===== config.mk =====
export PLATFORM = sky130hd
export DESIGN_NAME = irq_timer_ctl
export DESIGN_NICKNAME = d
export VERILOG_FILES = /design/src/rtl/irq_timer_pkg.sv /design/src/rtl/itc_status_unit.sv /design/src/rtl/itc_counter_unit.sv /design/src/rtl/itc_read_mux.sv /design/src/rtl/irq_timer_ctl.sv
export SDC_FILE = /design/constraint.sdc
export NUM_CORES = 1
export LEC_CHECK = 0
export ABC_AREA = 1
export BUFFER_PORTS_ARGS = -buffer_cell sky130_fd_sc_hd__clkbuf_2
export CAP_MARGIN = 25
export CORE_MARGIN = 2
export CORE_UTILIZATION = 25
export CTS_BUF_LIST = sky130_fd_sc_hd__clkbuf_8
export CTS_CLUSTER_DIAMETER = 200
export DETAILED_ROUTE_END_ITERATION = 8
export GPL_TIMING_DRIVEN = 0
export PLACE_DENSITY = 0.39
export SLEW_MARGIN = 10
export SYNTH_ARGS = -nofsm -noshare
export SYNTH_HDL_FRONTEND = slang
export SYNTH_HIERARCHICAL = 1
export SYNTH_SLANG_ARGS = --single-unit
export TNS_END_PERCENT = 30

===== constraint.sdc =====
create_clock -name clk_i -period 1.7 [get_ports clk_i]
set_clock_uncertainty 0.2 [all_clocks]
set_input_delay 0.17 -clock clk_i [delete_from_list [all_inputs] [get_ports clk_i]]
set_output_delay 0.17 -clock clk_i [all_outputs]
set_load 0.005 [all_outputs]

===== src/rtl/irq_timer_pkg.sv =====
package irq_timer_pkg;
  localparam logic [31:0] OFS_MEMCFG  = 32'h0000_0020;
  localparam logic [31:0] OFS_MASK    = 32'h0001_0000;
  localparam logic [31:0] OFS_SCRATCH = 32'h0001_0018;
  localparam logic [31:0] OFS_SET     = 32'h0001_0020;
  localparam logic [31:0] OFS_CLR     = 32'h0001_0028;
  localparam logic [31:0] OFS_STATUS  = 32'h0001_0030;
  localparam logic [31:0] OFS_COUNT   = 32'h0002_0000;
  localparam logic [31:0] OFS_CMP     = 32'h0003_0000;
  localparam logic [31:0] MEMCFG_WORD = 32'h8001_0000;
endpackage


===== src/rtl/itc_status_unit.sv =====
module itc_status_unit #(
  parameter int DATA_W = 64
) (
  input  logic              clk_i,
  input  logic              rst_ni,
  input  logic              wr_mask_i,
  input  logic              wr_set_i,
  input  logic              wr_clr_i,
  input  logic [DATA_W-1:0] wdata_i,
  output logic [DATA_W-1:0] mask_o,
  output logic [DATA_W-1:0] status_o,
  output logic              irq_o
);
  logic [DATA_W-1:0] mask_q, status_q;

  always_ff @(posedge clk_i or negedge rst_ni) begin
    if (!rst_ni) begin
      mask_q   <= '0;
      status_q <= '0;
    end else begin
      if (wr_mask_i) mask_q <= wdata_i;
      if (wr_set_i)      status_q <= wdata_i;
      else if (wr_clr_i) status_q <= status_q & ~wdata_i;
    end
  end

  assign mask_o   = mask_q;
  assign status_o = status_q;
  assign irq_o    = |(status_q & mask_q);

  // full replacement, no OR with old value
  a_r3_set_replaces: assert property (@(posedge clk_i) disable iff (!rst_ni)
    wr_set_i |=> status_q == $past(wdata_i));
  // clear only the bits given
  a_r4_clear_bits: assert property (@(posedge clk_i) disable iff (!rst_ni)
    (wr_clr_i && !wr_set_i) |=> status_q == ($past(status_q) & ~$past(wdata_i)));
  // mask holds without a write
  a_r2_mask_hold: assert property (@(posedge clk_i) disable iff (!rst_ni)
    !wr_mask_i |=> $stable(mask_q));
endmodule


===== src/rtl/itc_counter_unit.sv =====
module itc_counter_unit #(
  parameter int          DATA_W = 64,
  parameter int unsigned STEP   = 1000
) (
  input  logic              clk_i,
  input  logic              rst_ni,
  input  logic              tick_i,
  input  logic              wr_cnt_i,
  input  logic              wr_cmp_i,
  input  logic [DATA_W-1:0] wdata_i,
  input  logic              gate_i,
  output logic [DATA_W-1:0] cnt_o,
  output logic [DATA_W-1:0] cmp_o,
  output logic              irq_o
);
  localparam logic [DATA_W-1:0] STEP_W = DATA_W'(STEP);

  logic [DATA_W-1:0] cnt_q, cmp_q;

  always_ff @(posedge clk_i or negedge rst_ni) begin
    if (!rst_ni) begin
      cnt_q <= '0;
      cmp_q <= '0;
    end else begin
      // software write wins over a coincident tick
      if (wr_cnt_i)    cnt_q <= wdata_i;
      else if (tick_i) cnt_q <= cnt_q + STEP_W;
      if (wr_cmp_i) cmp_q <= wdata_i;
    end
  end

  assign cnt_o = cnt_q;
  assign cmp_o = cmp_q;
  assign irq_o = gate_i && (cnt_q > cmp_q);

  // one step per tick
  a_r6_tick_step: assert property (@(posedge clk_i) disable iff (!rst_ni)
    (tick_i && !wr_cnt_i) |=> cnt_q == $past(cnt_q) + STEP_W);
  // counter idle without tick or write
  a_r6_idle_hold: assert property (@(posedge clk_i) disable iff (!rst_ni)
    (!tick_i && !wr_cnt_i) |=> $stable(cnt_q));
  // write beats tick
  a_r7_write_wins: assert property (@(posedge clk_i) disable iff (!rst_ni)
    wr_cnt_i |=> cnt_q == $past(wdata_i));
  // timer line needs the enabling mask bit
  a_r8_timer_gated: assert property (@(posedge clk_i) disable iff (!rst_ni)
    irq_o |-> gate_i);
endmodule


===== src/rtl/itc_read_mux.sv =====
module itc_read_mux
  import irq_timer_pkg::*;
#(
  parameter int DATA_W = 64,
  parameter int ADDR_W = 20
) (
  input  logic [ADDR_W-1:0] addr_i,
  input  logic [DATA_W-1:0] mask_i,
  input  logic [DATA_W-1:0] status_i,
  input  logic [DATA_W-1:0] scratch_i,
  input  logic [DATA_W-1:0] cnt_i,
  input  logic [DATA_W-1:0] cmp_i,
  output logic [DATA_W-1:0] rdata_o
);
  always_comb begin
    rdata_o = '0;
    if      (addr_i == ADDR_W'(OFS_MEMCFG))  rdata_o = DATA_W'(MEMCFG_WORD);
    else if (addr_i == ADDR_W'(OFS_MASK))    rdata_o = mask_i;
    else if (addr_i == ADDR_W'(OFS_SCRATCH)) rdata_o = scratch_i;
    else if (addr_i == ADDR_W'(OFS_STATUS))  rdata_o = status_i;
    else if (addr_i == ADDR_W'(OFS_COUNT))   rdata_o = cnt_i;
    else if (addr_i == ADDR_W'(OFS_CMP))     rdata_o = cmp_i;
  end
endmodule


===== src/rtl/irq_timer_ctl.sv =====
module irq_timer_ctl
  import irq_timer_pkg::*;
#(
  parameter int          DATA_W    = 64,
  parameter int          ADDR_W    = 20,
  parameter int unsigned STEP      = 1000,
  parameter int          TIMER_BIT = 50
) (
  input  logic              clk_i,
  input  logic              rst_ni,
  input  logic [ADDR_W-1:0] bus_addr_i,
  input  logic              bus_we_i,
  input  logic [DATA_W-1:0] bus_wdata_i,
  output logic [DATA_W-1:0] bus_rdata_o,
  input  logic              tick_i,
  output logic              cpu_irq_o,
  output logic              timer_irq_o
);
  logic wr_mask, wr_set, wr_clr, wr_scr, wr_cnt, wr_cmp;
  logic [DATA_W-1:0] mask, status, cnt, cmp, scratch_q;

  assign wr_mask = bus_we_i && (bus_addr_i == ADDR_W'(OFS_MASK));
  assign wr_set  = bus_we_i && (bus_addr_i == ADDR_W'(OFS_SET));
  assign wr_clr  = bus_we_i && ((bus_addr_i == ADDR_W'(OFS_CLR)) ||
                                (bus_addr_i == ADDR_W'(OFS_STATUS)));
  assign wr_scr  = bus_we_i && (bus_addr_i == ADDR_W'(OFS_SCRATCH));
  assign wr_cnt  = bus_we_i && (bus_addr_i == ADDR_W'(OFS_COUNT));
  assign wr_cmp  = bus_we_i && (bus_addr_i == ADDR_W'(OFS_CMP));

  always_ff @(posedge clk_i or negedge rst_ni) begin
    if (!rst_ni)     scratch_q <= '0;
    else if (wr_scr) scratch_q <= bus_wdata_i;
  end

  itc_status_unit #(.DATA_W(DATA_W)) u_status (
    .clk_i, .rst_ni,
    .wr_mask_i(wr_mask), .wr_set_i(wr_set), .wr_clr_i(wr_clr),
    .wdata_i(bus_wdata_i),
    .mask_o(mask), .status_o(status), .irq_o(cpu_irq_o)
  );

  itc_counter_unit #(.DATA_W(DATA_W), .STEP(STEP)) u_counter (
    .clk_i, .rst_ni, .tick_i,
    .wr_cnt_i(wr_cnt), .wr_cmp_i(wr_cmp), .wdata_i(bus_wdata_i),
    .gate_i(mask[TIMER_BIT]),
    .cnt_o(cnt), .cmp_o(cmp), .irq_o(timer_irq_o)
  );

  itc_read_mux #(.DATA_W(DATA_W), .ADDR_W(ADDR_W)) u_rmux (
    .addr_i(bus_addr_i), .mask_i(mask), .status_i(status),
    .scratch_i(scratch_q), .cnt_i(cnt), .cmp_i(cmp), .rdata_o(bus_rdata_o)
  );

  // scratch holds without a write
  a_r10_scratch_hold: assert property (@(posedge clk_i) disable iff (!rst_ni)
    !wr_scr |=> $stable(scratch_q));
  // no interrupt with nothing pending under the mask
  a_r5_irq_needs_bits: assert property (@(posedge clk_i) disable iff (!rst_ni)
    cpu_irq_o |-> (status & mask) != '0);
  // outputs quiet right after reset release
  a_r1_reset_quiet: assert property (@(posedge clk_i)
    !rst_ni |=> !cpu_irq_o && !timer_irq_o);
endmodule


# After elaboration in Yosys (flattened, before gate mapping)
# Index checks and enable logic that the tools add are counted.
# totals
register_bits	320
output_inout_bits	66
wordCells	39
# op_classes
add_sub_neg	1
magnitude_cmp	1
eq_ne	8
n_mux	10
n_bitwise	3
n_reduce_logical	11
# op_table
operator	n
$mux W64	10
$and A64 B64 Y64	2
$eq A20 B17 Y1 const B	5
$add A64 B10 Y64 const B	1
$gt A64 B64 Y1	1
$not A64 Y64	1
$reduce_or A64 Y1	1
$eq A20 B18 Y1 const B	2
$eq A20 B6 Y1 const B	1
$logic_and A1 B1 Y1	7
$reduce_bool A2 Y1	2
$logic_or A1 B1 Y1	1

# Longest topological paths before layout
# logic_depth
depth_word	7
mapped_depth	15

# Hierarchy
# The synthesis kept the hierarchy.
# by_module_without_submodules
mod	instances	cells_per_inst	area_per_inst_um2	seq_area_each_um2
itc_counter_unit	1	1126	8439.3	3203.1
itc_status_unit	1	603	5655.4	3203.1
itc_read_mux	1	805	3475.8	0.0
irq_timer_ctl	1	324	3059.2	1601.5

# Least setup slack after synthesis
# Ideal clock, no wire load.
# synth_path
path_kind	input -> register
start	input bus_addr_i[15]
end	register u_counter.cmp_q[35] (netlist: u_counter/cmp_o[35])
arrival_ns	1.822
t_required_ns	1.417
path_slack_ns	-0.404
cell_stages	11
path_buffers	4
path_cell_list	nor2_1 -> nand2_1 -> nor2_4 -> buf_4 -> nand3_1 -> nor2_1 -> clkbuf_1 -> clkbuf_1 -> clkbuf_1 -> nand2_1 -> o21ai_0
# synth_between
elab_chain_cells	2
# synth_rtl
element	line	text
from (decl)	irq_timer_ctl.sv:11	input logic [ADDR_W-1:0] bus_addr_i,
$eq A20 B18 Y1	irq_timer_ctl.sv:28	assign wr_cmp = bus_we_i && (bus_addr_i == ADDR_W'(OFS_CMP));
$logic_and A1 B1 Y1	irq_timer_ctl.sv:28	
named net wr_cmp	irq_timer_ctl.sv:19	logic wr_mask, wr_set, wr_clr, wr_scr, wr_cnt, wr_cmp;
to (signal assigned)	itc_counter_unit.sv:28	if (wr_cmp_i) cmp_q <= wdata_i;
to (decl)	itc_counter_unit.sv:18	logic [DATA_W-1:0] cnt_q, cmp_q;
# The timed path passes the listed nets, and every way through them passes these cells.
# A chain may end at the register's enable or synchronous reset.

# Final worst setup path
# layout_path
start	register u_counter.cnt_q[9] (netlist: u_counter/cnt_o[9])
end	output timer_irq_o
# layout_between
elab_chain_cells	2
# layout_rtl
element	line	text
from (decl)	itc_counter_unit.sv:18	
from (signal assigned)	itc_counter_unit.sv:26	if (wr_cnt_i) cnt_q <= wdata_i;
from (signal assigned)	itc_counter_unit.sv:27	else if (tick_i) cnt_q <= cnt_q + STEP_W;
$gt A64 B64 Y1	itc_counter_unit.sv:34	assign irq_o = gate_i && (cnt_q > cmp_q);
$logic_and A1 B1 Y1	itc_counter_unit.sv:34	
to (decl)	irq_timer_ctl.sv:17	output logic timer_irq_o
# Every way passes these cells.

==> out/results.md <==
| Result | This run |
|:---|:---|
| Unrepaired setup endpoints after global routing | yes |
| Clock tree sinks | 320 |
| Area growth from synthesis to layout | 42.1% |
| Share of the yosys chip area belonging to registers | 0.388 |
| Most used cells in the layout excluding fill and tap cells | sky130_fd_sc_hd__nand2_1 (533), sky130_fd_sc_hd__nor2_1 (316), sky130_fd_sc_hd__inv_1 (294) |
| Remaining max-slew budget at the tightest pin | 0.461 |
| Slowest-stage cell, CP | sky130_fd_sc_hd__dfrtp_2 |
| Initial cell density of the core | 0.252 |
| Number of buffer and inverter instances along the worst setup path | 1 |
| Global-route congestion overflow total | 0 |
| Final worst slack | -1210 ps |
| Core Area | 0.0818 mm^2 |
| Cells after synthesis | 2858 |
| First-pass detailed-route iteration total | 5 |
| Synth top area share | 0.388 |
| Type of the worst setup path | reg2out |
| R2r setup slk | -520 ps |
| Number of placed instances, taps included | 4085 |
| Status | finished with violations |
| Post-route non-filler standard cell count | 4401 |
| Clock Tree Buf Depth | 3 |
| I/O Pins | 154 |
| Vias per cell | 4.91 |
| Max frequency | 344 MHz |
| Total power | 19400 uW |
| Max incr delay on CP | 440 ps |
| Syn. warnings | 6 |
| Fraction of the cycle the final worst path needs | 1.71 |
| Vias in the first global route | 21900 |
| Cell accounting for the most synthesized area | sky130_fd_sc_hd__dfrtp_1 |
| Cells along the critical path | ha_4 > nand4_1 > nor3_4 > nand3_2 > nor2_4 > nand2_2 > nand2_2 > a21oi_4 > clkbuf_2 |
| FF+latch count, synth | 320 |
| Count of final max-slew check failures | 0 |
| Total setup violations reported at the end of the flow | 140 |
| Final Core Density | 0.358 |
| Max VDD drop | 396 uV |
| CTS H-tree lvls | 3 |
| Clock tree from TritonCTS | yes |
| Post-Syn Area per Cell | 7.22 um^2 |
| Worst endpoint required time | 1330 ps |
| Later-pin clock latency in the skew report | 670 ps |
| Hold Vio Cnt, Final | 157 |
| Violated checks | hold timing, setup timing |
| Number of vias in the routed layout | 21600 |
| Number of max-capacitance violations reported | 0 |
| Number of antenna violations at the first check in global routing | 6 |
| Largest net degree at the start of global routing | 88 |
| Final net count | 3435 |
| Die area | 0.0848 mm^2 |
| Total Routed Length | 98900 um |
| Worst hold slack | -765 ps |
| Buffers on Ports | 153 |
| Path category of the worst min-delay check | in2async |
| Number of hold buffers added after cts | 69 |
| Clock transition at path regs | 60 ps |
| Height of the chip | 291 um |
| Setup crit end kind | output pin |
| Cell variety after synth | 52 |
| Critical Path Most Common Cell | sky130_fd_sc_hd__nand2_2 |
| Detailed Route Iter0 Violations | 1533 |
| Wire per inst | 22.5 um |
| Biggest area contributors in the synthesized netlist | sky130_fd_sc_hd__dfrtp_1 (39%), sky130_fd_sc_hd__nand2_1 (13%), sky130_fd_sc_hd__nor2_1 (6.7%), sky130_fd_sc_hd__a21oi_1 (5.5%), sky130_fd_sc_hd__inv_1 (5.1%) |
| Routability congestion estimate | 0.911 |
| Number of buffers created by CTS | 66 |
| Global-route wire length before repair | 145000 um |
| Largest delay contributor family on the critical path | simple AND/OR/NAND/NOR gates |
| Global-route usage over all layers | 0.229 |
| Die Wd | 291 um |
| DRC viols | 0 |
| Leakage power total | 0.0148 uW |
| ANT nets after route | 0 |
| Peak fanout along the critical path | 2 |
| CP Launch Type | register |
| Combined area of all synthesized cells | 0.0206 mm^2 |
| Placement row count | 105 |
| Arrival time worst endpoint | 2540 ps |
| Pwr Density | 663 mW/mm^2 |
| Root cell of the clock tree | sky130_fd_sc_hd__clkbuf_8 |
| Clock period minus worst slack | 2910 ps |
| Detailed placement HPWL | 71700 um |
| Leading cell type in the layout, fill and taps excluded | sky130_fd_sc_hd__nand2_1 |
| Fraction of final layout cells sized beyond drive strength 1 | 0.335 |
| Actual slew at the worst max-slew pin | 809 ps |
| Synthesized net count | 3011 |
## Yosys cell counts, drive strengths merged
cell type,n
bufbuf,1
mux2,1
and3,2
dfrtp,320
or2,2
a31o,1
xnor2,13
buf,91
nor4,2
a21oi,225
clkinv,4
xor2,21
inv,294
clkbuf,64
a22oi,37
nand3,150
o21ai,229
a21o,2
a211oi,1
o21bai,4
nor2,392
o221ai,7
nand2,731
and2,2
o211ai,70
nand4,97
nor3,20
ha,65
nand3b,6
o21a,3
nor3b,1
## cell families after synthesis
group,Yosys count,share of synthesized area
simple gates,1405,0.290
xor+xnor,34,0.0144
flops,320,0.388
fa+ha+maj,65,0.0394
mux,1,0.000546
compound gates,579,0.164
buf+inv,454,0.103
## worst reg2reg max path, delay by kind of cell, from the launching register on
family | cells | cell delay, ps
buffers and inverters | 4 | 410
DFF | 1 | 460
xor gates and xnor gates | 1 | 190
and+or+nand+nor | 7 | 850
## metrics by stage
step	hold slack (ps)	setup WS, ps	setup TNS [ps]	cell area [um^2]
2_1_floorplan	-326	-135	-5100	20800
4_1_cts	-657	-1270	-135180	28200
3_5_place_dp	85.6	-1330	-406930	23000
3_3_place_gp	257	-8430	-2766570	22900
5_1_grt	-750	-1270	-67160	29300
6_report	-765	-1210	-53990	29300
## report_power, final
group          switching (uW)  leakage (uW)  internal, uW
Sequential                452       0.00403          7880
Clock                    3870      0.000758          4380
Combinational            1750        0.0100          1110
## final timing paths
check | start | end | cells after the start
min in group clk_i | bus_we_i | u_status/mask_o[0] | 6
setup / recovery | u_counter/cnt_o[9] | timer_irq_o | 9
hold / removal | rst_ni | scratch_q[3] | 1
setup reg to reg | u_counter/cnt_o[31] | u_counter/cnt_o[59] | 12
max in group asynchronous | rst_ni | u_counter/cnt_o[47] | 4
hold reg to reg | scratch_q[6] | scratch_q[6] | 2
## flip-flops by register name, summed over array words and instances, names as in the netlist
register / count
u_counter/cnt_o: 64
scratch_q: 64
u_counter/cmp_o: 64
u_status/status_o: 64
u_status/mask_o: 64
## timing repair
item,4_1_cts,5_1_grt
setup endpoints to repair,322,447
hold endpoints to repair,474,154
gates resized for setup,624,366
pin swaps,224,183
setup buffers,90,36
cloned,12,5
## metal layers
| metal | GRT usage | routed length, um | share of wire | vias to the layer above |
|---|---|---|---|---|
| li1 | - | - | - | 10300 |
| met1 | 0.310 | 44700 | 0.45 | 10700 |
| met2 | 0.376 | 46300 | 0.47 | 529 |
| met3 | 0.0310 | 4740 | 0.048 | 132 |
| met4 | 0.0746 | 3150 | 0.032 | 0 |
| met5 | 0 | 0 | 0 | - |
## layout make-up
type                    instances  area, um^2
fillers                      8656       52500
multi-input cells            2084       12800
flip-flops and latches        320        8070
repair buffers                358        3060
plain buffers                 153        1560
well taps                    1070        1340
inverters                     298        1160
clock buffers                  83        1140
clock inverters                33         148
repair inverters                1        7.51
diodes                          1        2.50
No activity file was read; power rests on OpenSTA's default activity.
